### config.mk
export PLATFORM = sky130hd
export DESIGN_NAME = pwm_cmp_chan
export DESIGN_NICKNAME = d
export VERILOG_FILES = /design/src/rtl/pwm_cmp_chan.sv
export SDC_FILE = /design/constraint.sdc
export NUM_CORES = 1
export LEC_CHECK = 0
export ABC_AREA = 0
export BUFFER_PORTS_ARGS = -buffer_cell sky130_fd_sc_hd__buf_2
export CAP_MARGIN = 20
export CORE_AREA = 2 2 49 51
export DETAILED_ROUTE_END_ITERATION = 12
export DIE_AREA = 0 0 51 53
export PLACE_DENSITY = 0.8
export SYNTH_ARGS = -nofsm -noshare
export SYNTH_HDL_FRONTEND = slang
export SYNTH_SLANG_ARGS = --single-unit
### constraint.sdc
create_clock -name clk_i -period 2.4 [get_ports clk_i]
set_input_delay 0.72 -clock clk_i [delete_from_list [all_inputs] [get_ports clk_i]]
set_output_delay 0.72 -clock clk_i [all_outputs]
set_load 0.03 [all_outputs]
### src/rtl/pwm_cmp_chan.sv
module pwm_cmp_chan #(
  parameter int CW = 16
) (
  input  logic          clk_i,
  input  logic          rst_ni,
  input  logic          load_i,
  input  logic [CW-1:0] thr_i,
  input  logic [2:0]    act_i,
  input  logic          sawtooth_i,
  input  logic          tick_i,
  input  logic [CW-1:0] count_i,
  input  logic          wrap_i,
  output logic          pwm_o
);

  localparam logic [1:0] OP_HOLD = 2'd0;
  localparam logic [1:0] OP_SET  = 2'd1;
  localparam logic [1:0] OP_CLR  = 2'd2;
  localparam logic [1:0] OP_TOG  = 2'd3;

  logic [CW-1:0] thr_q;
  logic [2:0]    act_q;
  logic          pend_q, pend_d;
  logic          pwm_q, pwm_d;
  logic [1:0]    op_first, op_second, op_sel;

  wire hit  = tick_i && (count_i == thr_q);
  wire wrap = tick_i && wrap_i;

  always_ff @(posedge clk_i or negedge rst_ni) begin
    if (!rst_ni) begin
      thr_q <= '0;
      act_q <= 3'd7;
    end else if (load_i) begin
      thr_q <= thr_i;
      act_q <= act_i;
    end
  end

  always_comb begin
    op_first  = OP_HOLD;
    op_second = OP_HOLD;
    case (act_q)
      3'd0: op_first = OP_SET;
      3'd1: begin op_first = OP_TOG; op_second = OP_CLR; end
      3'd2: begin op_first = OP_SET; op_second = OP_CLR; end
      3'd3: op_first = OP_TOG;
      3'd4: op_first = OP_CLR;
      3'd5: begin op_first = OP_TOG; op_second = OP_SET; end
      3'd6: begin op_first = OP_CLR; op_second = OP_SET; end
      default: ;
    endcase
  end

  always_comb begin
    op_sel = OP_HOLD;
    pend_d = pend_q;
    if (op_second == OP_HOLD) begin
      if (hit) op_sel = op_first;
    end else if (sawtooth_i) begin
      if (hit)       op_sel = op_first;
      else if (wrap) op_sel = op_second;
    end else if (hit) begin
      op_sel = pend_q ? op_second : op_first;
      pend_d = !pend_q;
    end
  end

  always_comb begin
    case (op_sel)
      OP_SET:  pwm_d = 1'b1;
      OP_CLR:  pwm_d = 1'b0;
      OP_TOG:  pwm_d = !pwm_q;
      default: pwm_d = pwm_q;
    endcase
  end

  always_ff @(posedge clk_i or negedge rst_ni) begin
    if (!rst_ni) begin
      pwm_q  <= 1'b0;
      pend_q <= 1'b0;
    end else begin
      pwm_q  <= pwm_d;
      pend_q <= pend_d;
    end
  end

  assign pwm_o = pwm_q;

endmodule

==> results of run 1 <==
[layout make-up]
class,count,area [µm²]
flip-flops and latches,21,529.3
clock buffers,3,22.52
multi-input cells,59,504.2
repair buffers,41,205.2
inverters,2,7.507
well taps,28,35.03
fillers,201,839.6
clock inverters,1,5.005
[per-layer routing]
metal,up-vias,GRT usage [%]
li1,379,-
met1,361,18.00
met2,28,25.76
met3,2,2.825
met4,0,6.757
met5,-,0
[sequential cells by signal (all words and copies together), names as in the netlist]
register,cells
act_q,3
pend_q,1
pwm_o,1
thr_q,16
[metrics by stage]
stage                     utilization (%)  power, mW
after floorplan                         -     0.5467
after global placement              59.64     0.6040
after detailed placement            59.64     0.6144
after CTS                           60.92     0.7801
after global routing                60.92     0.8152
final                               60.92     0.7692
[cells by family (layout without fill, tap and decap cells)]
family	Yosys count	count (layout)
mux	21	21
simple gates	15	15
flops	21	21
compound gates	5	5
buf+inv	4	47
xor+xnor	18	18
[power by group through the flow]
stage | logic, mW | registers, mW | clock network (mW)
after global routing | 0.196 | 0.433 | 0.186
after global placement | 0.173 | 0.431 | 0
final | 0.178 | 0.426 | 0.165
after detailed placement | 0.181 | 0.434 | 0
after floorplan | 0.106 | 0.440 | 0
after CTS | 0.181 | 0.427 | 0.172
[placed cells by master, fill, tap and decap left out, types with 3 or more instances in the layout]
master	count
clkbuf_4	3
nor2_1	3
buf_2	41
dfrtp_1	18
nand3_1	3
mux2_2	18
xor2_1	4
dfstp_2	3
xnor2_1	14
[path summary, 6_finish.rpt]
| check | end | slack [ns] | cells after the start |
|---|---|---|---|
| min in group clk_i | pend_q | 0.52 | 1 |
| max in group asynchronous | act_q[0] | 1.70 | 1 |
| worst min-delay path | pend_q | 0.35 | 1 |
| worst min register to register | pend_q | 0.52 | 1 |
| worst max-delay path | pwm_o | 0.79 | 1 |
| worst max register to register | pwm_o | 1.00 | 5 |
==> results.yml, run 1 <==
cells_and_area:
  final_area_um2: 1309
  diodes: 0
  drive_above_1_share_pct: 52.76
  area_growth_pct: 24.67
  final_nets: 169
  final_cells: 155
routing:
  firstDrtPassIters: 2
  vias: 770
  first_iter_violations: 5
  drt_wl_total_mm: 1.862
  wl_met2_um: 893
  post_drt_wl_per_cell_um: 12.01
  postRouteAntennaNets: 0
  via_per_inst: 4.968
  drt-met1-wl_um: 817
  wl_met3_um: 134
  drc_errors: 0
  highest_layer: "met4"
clock_network:
  cts_root_buffer: "clkbuf_4"
  cts_resized: 0
  cts_buffers: 3
  cts_max_level: 1
  clk_pin_slew_ns: 0.12
  cts_tree: "done"
  cts_sinks: 21
  ctsLongestPathBuffers: 2
  postCtsSetupBuffers: 0
  clkLatencyLatePin_ns: 0.29
  cts_hold_buf: 0
sta:
  layout_setup_ws_ns: 0.7950
  tightest_slew_ns: 0.4641
  finalSetupViolCount: 0
  period_share_pct: 66.88
  hold_viol: 0
  fin_hold_ws_ns: 0.3534
  timing.fmax_mhz: 623.0
  drv_slew: 0
  fin_skew_ns: 0.007920
  finalSetupTns_ns: 0
  relSlewSlack_pct: 69.06
  rsz0062_at_grt: "no"
  min_period_ns: 1.605
yosys:
  synth.distinct_cells: 22
  syn-num-nets: 125
  synth_compound_area_share_pct: 3.337
  ys.flop_type: "dfrtp_1"
  yosysWarnings: 0
  synth_edf_count: 0
  ys_seq_area_share_pct: 50.42
  synth-simple-area-share_pct: 7.390
  yosysTopAreaCell: "dfrtp_1"
  synth_cells: 84
  synth_xor_area_share_pct: 15.02
  synthTopCellsByCount: "dfrtp_1, mux2_2, xnor2_1"
  synth_top_family_by_area: "multiplexers"
  synth.area.mux_share_pct: 22.29
  synthAdderAreaFrac_pct: 0
  synth.area.top_cells: "dfrtp_1, mux2_2, xnor2_1"
  yosys_register_bits: 21
  synth_area_um2: 1050
  async_flop_share_pct: 100.0
  synth_top_area_share_pct: 42.91
  syn_area_per_cell_um2: 12.50
critical_path:
  crit_start: "pwm_o"
  slowest_delay_ns: 0.41
  arrival_ns: 0.89
  r2r-start: "thr_q[10]"
  crit_path_start_kind: "flop"
  slowest_stage: "dfrtp_1"
  path_cells: "buf_2"
  cp_num_buf_inv: 1
  crit_required_ns: 1.68
  crit_family: "flip-flops"
  critPathMaxFanout: 3
  end_kind: "output pin"
  criticalPathCategory: "reg2out"
pwr:
  p_switching_mw: 0.2103
  p_int_mw: 0.5590
  clock_power_share_pct: 21.5
  pwr-share-seq_pct: 55.4
  power_density_nw_per_um2: 587.8
  peakVddDrop_v: 0.0004333
  swShare_pct: 27.33
  comb_power_share_pct: 23.1
  p_leak_nw: 0.5964
grt:
  grt_usage_pct: 14.91
  grt_overflow: 0
  grt_max_degree: 22
  antenna_found_initial: 0
  grt_pass1_vias: 731
  grt_pass1_wl_mm: 2.932
outcome:
  status: "finished clean"
hold_path:
  hp-class: "in2async"
floorplanning:
  fp.dieW_um: 51
  die_h_um: 53
  start_util_pct: 48.86
  core_um2: 2148
  die-area_um2: 2703
  ios: 42
  num_rows: 17
placement:
  placed_area_um2: 1281
  placedCellCount: 151
  finalWeightedCongestion: 0.6992
  io_buffers: 41
  dpl_worst_slack_ns: 0.5810
run:
  cap_violations: 0
(Power assumes the default switching activity.)
==> run 2: changes to the inputs <==
- CORE_AREA: 2 2 49 51 -> 2 2 51 53
- DIE_AREA: 0 0 51 53 -> 0 0 53 55
- PLACE_DENSITY: 0.8 -> 0.75
- clock period: 2.4 -> 1.7 ns (I/O delays scaled with it)
==> results.yml, run 2 (synthesized netlist as in run 1, its figures left out) <==
routing:
  vias: 771
  postRouteAntennaNets: 0
  first_iter_violations: 6
  via_per_inst: 4.911
  post_drt_wl_per_cell_um: 11.66
  drc_errors: 0
  firstDrtPassIters: 4
  drt_wl_total_mm: 1.831
cells_and_area:
  multiInputGateArea_um2: 504.2
  drive_above_1_share_pct: 51.97
  area_growth_pct: 24.79
  final_common_cell: "buf_2"
  top_regs: "thr_q: 16 flops, act_q: 3 flops"
  diodes: 0
  largest_reg_flops: 16
  regArea_um2: 529.3
  final_nets: 169
  post-route-util_pct: 55.40
  top_register: "thr_q"
  final_cell_mix: "buf_2, mux2_2, dfrtp_1"
  num-fill-cells: 220
run:
  cap_violations: 0
critical_path:
  arrival_ns: 1.59
  crit_path_start_kind: "flop"
  reg2reg_to: "pend_q"
  criticalPathCategory: "reg2reg"
  r2r_cells: 5
  crit_required_ns: 1.89
  end_kind: "flop"
  r2r-start: "thr_q[10]"
  ff2ff_setup_slack_ns: 0.31
  critPathMaxFanout: 2
pwr:
  pwr-share-seq_pct: 55.3
  comb_power_share_pct: 23.1
  p_switching_mw: 0.2933
  peakVddDrop_v: 0.0005472
  power_density_nw_per_um2: 829.3
  clock_power_share_pct: 21.5
  p_leak_nw: 0.5937
  p_int_mw: 0.7930
  swShare_pct: 27.00
hold_path:
  hp-class: "in2async"
clock_network:
  cts_max_level: 1
  postCtsSetupBuffers: 0
  cts_buffers: 3
  clkLatencyLatePin_ns: 0.29
  cts_resized: 0
  clk_pin_slew_ns: 0.11
  cts_tree: "done"
  cts_sinks: 21
  ctsLongestPathBuffers: 2
  cts_hold_buf: 0
  cts_root_buffer: "clkbuf_4"
outcome:
  status: "finished clean"
sta:
  fin_hold_ws_ns: 0.1446
  finalSetupViolCount: 0
  rsz0062_at_grt: "no"
  tightest_slew_ns: 0.4573
  relSlewSlack_pct: 69.52
  hold_viol: 0
  period_share_pct: 81.85
  timing.fmax_mhz: 718.7
  finalSetupTns_ns: 0
  drv_slew: 0
  fin_skew_ns: 0.001429
  min_period_ns: 1.391
placement:
  io_buffers: 41
  finalWeightedCongestion: 0.7380
  dp_hpwl_mm: 1.480
floorplanning:
  fp.dieW_um: 53
  die_h_um: 55
  die-area_um2: 2915
  start_util_pct: 44.39
  ios: 42
  num_rows: 18
  core_um2: 2365
grt:
  grt_pass1_vias: 778
  grt_overflow: 0
  antenna_found_initial: 0
  grt_usage_pct: 14.49
  grt_max_degree: 22
  grt_pass1_wl_mm: 3.070
[run 2: worst max-delay path by stage]
stage | start | endpoint | slack [ns] | depth (start not counted)
floorplan | sawtooth_i | pwm_o | 0.28 | 5
global placement | count_i[1] | pend_q | 0.11 | 6
detailed placement | sawtooth_i | pwm_o | 0.09 | 6
CTS | thr_q[1] | pend_q | 0.29 | 5
global route | thr_q[1] | pend_q | 0.20 | 5
finish | thr_q[10] | pend_q | 0.31 | 5
[run 2: cell type report]
type	count	area share, %
multi-input cells	59	38.49
flip-flops and latches	21	40.40
clock buffers	4	2.006
well taps	30	2.865
inverters	2	0.5731
repair buffers	41	15.66
[run 2: per-stage QoR]
stage | setup WS (ns) | power, mW | area [µm²] | std cells
after floorplan | 0.2803 | 0.7718 | 1050 | 84
after global placement | 0.1150 | 0.8530 | 1284 | 153
after detailed placement | 0.08661 | 0.8663 | 1284 | 153
after CTS | 0.2869 | 1.107 | 1310 | 157
after global routing | 0.2018 | 1.154 | 1310 | 157
final | 0.3086 | 1.086 | 1310 | 157
[run 2: metal layers]
layer	share of wire, %	wire length [µm]	track usage, %
met1	41	746	15.92
met2	53	970	27.50
met3	6.2	114	2.419
met4	0	0	6.410
met5	0	0	0
[run 2: critical path: stages, from the launching register on]
cell	delay [ns]
dfrtp_1	0.42
xnor2_1	0.18
nand4_1	0.10
nor3_1	0.30
nand3_1	0.15
xnor2_1	0.14
[run 2: power by group through the flow]
stage	combinational (mW)	sequential, mW	clock, mW
after global placement	0.245	0.608	0
after global routing	0.279	0.610	0.265
after CTS	0.256	0.602	0.250
after floorplan	0.150	0.622	0
after detailed placement	0.255	0.612	0
final	0.251	0.601	0.234
==> run 3: changes to the inputs <==
- clock period: 1.7 -> 1.4 ns (I/O delays scaled with it)
==> results.yml, run 3 (synthesized netlist as in run 1, its figures left out) <==
critical_path:
  path_cells: "xor2_1, nor4_1, and3_1, nand2_1, mux2i_1"
  criticalPathCategory: "reg2reg"
  slowest_delay_ns: 0.41
  arrival_ns: 1.57
  crit_path_start_kind: "flop"
  end_kind: "flop"
  cp_num_buf_inv: 0
  critPathMaxFanout: 2
  crit_required_ns: 1.58
  crit_family: "simple AND/OR/NAND/NOR gates"
  slowest_stage: "dfrtp_1"
cells_and_area:
  multiInputGateArea_um2: 514.2
  top_register: "thr_q"
  largest_reg_flops: 16
  diodes: 0
  final_area_um2: 1355
  top_regs: "thr_q: 16 flops, act_q: 3 flops"
  final_nets: 172
  final_common_cell: "buf_2"
  area_growth_pct: 29.08
  num-fill-cells: 230
  drive_above_1_share_pct: 54.62
  final_cell_mix: "buf_2, mux2_2, dfrtp_1"
  regArea_um2: 529.3
sta:
  min_period_ns: 1.387
  fin_skew_ns: 0.007942
  tightest_slew_ns: 0.4731
  hold_viol: 0
  drv_slew: 0
  finalSetupViolCount: 0
  relSlewSlack_pct: 68.46
  timing.fmax_mhz: 721.2
  period_share_pct: 99.04
  rsz0062_at_grt: "yes"
  layout_setup_ws_ns: 0.01343
floorplanning:
  die_h_um: 55
  ios: 42
  num_rows: 18
  fp.dieW_um: 53
  die-area_um2: 2915
  start_util_pct: 44.39
  core_um2: 2365
grt:
  grt_overflow: 0
  grt_pass1_wl_mm: 3.174
  grt_pass1_vias: 826
  antenna_found_initial: 0
  grt_usage_pct: 14.94
  grt_max_degree: 22
pwr:
  power_density_nw_per_um2: 986.1
  peakVddDrop_v: 0.0006330
  p_leak_nw: 0.6128
placement:
  dp_hpwl_mm: 1.469
  finalWeightedCongestion: 0.7404
  dpl_worst_slack_ns: -0.1455
  io_buffers: 41
  placed_area_um2: 1311
routing:
  first_iter_violations: 6
  via_per_inst: 4.931
  drc_errors: 0
  vias: 789
  firstDrtPassIters: 4
  drt_wl_total_mm: 1.822
  postRouteAntennaNets: 0
  post_drt_wl_per_cell_um: 11.39
clock_network:
  clkLatencyLatePin_ns: 0.30
  clk_pin_slew_ns: 0.12
  cts_hold_buf: 0
  cts_max_level: 1
  cts_sinks: 21
  ctsLongestPathBuffers: 2
  cts_buffers: 3
  cts_root_buffer: "clkbuf_4"
  cts_tree: "done"
run:
  cap_violations: 0
outcome:
  status: "finished clean"
hold_path:
  hp-class: "in2async"
-- run 3: cell count changes in the layout (fill, tap and decap cells not counted), sizes merged --
cell	before	now
buf	41	44
-- run 3: worst reg2reg max path, cell delays in order, from the launching register on --
cell	delay, ns
dfrtp_1	0.41
xor2_1	0.15
nor4_1	0.27
and3_1	0.23
nand2_1	0.08
mux2i_1	0.13
-- run 3: worst paths after layout --
kind / startpoint / end / slack, ns / depth (start not counted)
max: thr_q[1] / pwm_o / 0.01 / 5
max reg2reg: thr_q[1] / pwm_o / 0.01 / 5
max in group asynchronous: rst_ni / act_q[1] / 0.99 / 1
min reg2reg: pend_q / pend_q / 0.50 / 1
min: rst_ni / thr_q[2] / 0.06 / 1
min in group clk_i: thr_i[9] / thr_q[9] / 0.34 / 2
-- run 3: final cells by class --
cell class	count	share of cell area, %
Sequential cell	21	39.06
Multi-Input combinational cell	59	37.95
Timing Repair Buffer	44	17.73
Tap cell	30	2.770
Clock buffer	4	1.939
Inverter	2	0.5540
-- run 3: through the flow --
stage          util (%)  power (mW)  hold slack, ns  setup TNS, ns  cells
2_1_floorplan         -      0.9372          0.1244              0     84
3_3_place_gp      55.45       1.045          0.3990        -0.1677    155
3_5_place_dp      55.45       1.062          0.4077        -0.2516    155
4_1_cts           56.88       1.361         0.06366              0    160
5_1_grt           57.30       1.412         0.08153       -0.09371    160
6_report          57.30       1.336         0.05728              0    160
-- run 3: report_power, final --
| group | leakage (nW) | internal, mW | switching, mW | total (mW) |
|---|---|---|---|---|
| logic | 0.353 | 0.184 | 0.138 | 0.322 |
| clock network | 0.0150 | 0.111 | 0.177 | 0.288 |
| registers | 0.245 | 0.679 | 0.0477 | 0.727 |
-- run 3: what timing repair did --
item,CTS,global route
resized for setup,0,2
gates cloned,0,0
endpoints found under the setup margin,2,2
buffers inserted,1,0
pin swaps,1,5
-- run 3: metal layers --
layer	global-route usage (%)	wire, µm	vias to the layer above
met2	29.17	964	22
met4	6.410	0	0
met5	0	0	-
li1	-	-	386
met3	2.151	105	0
met1	16.04	752	381
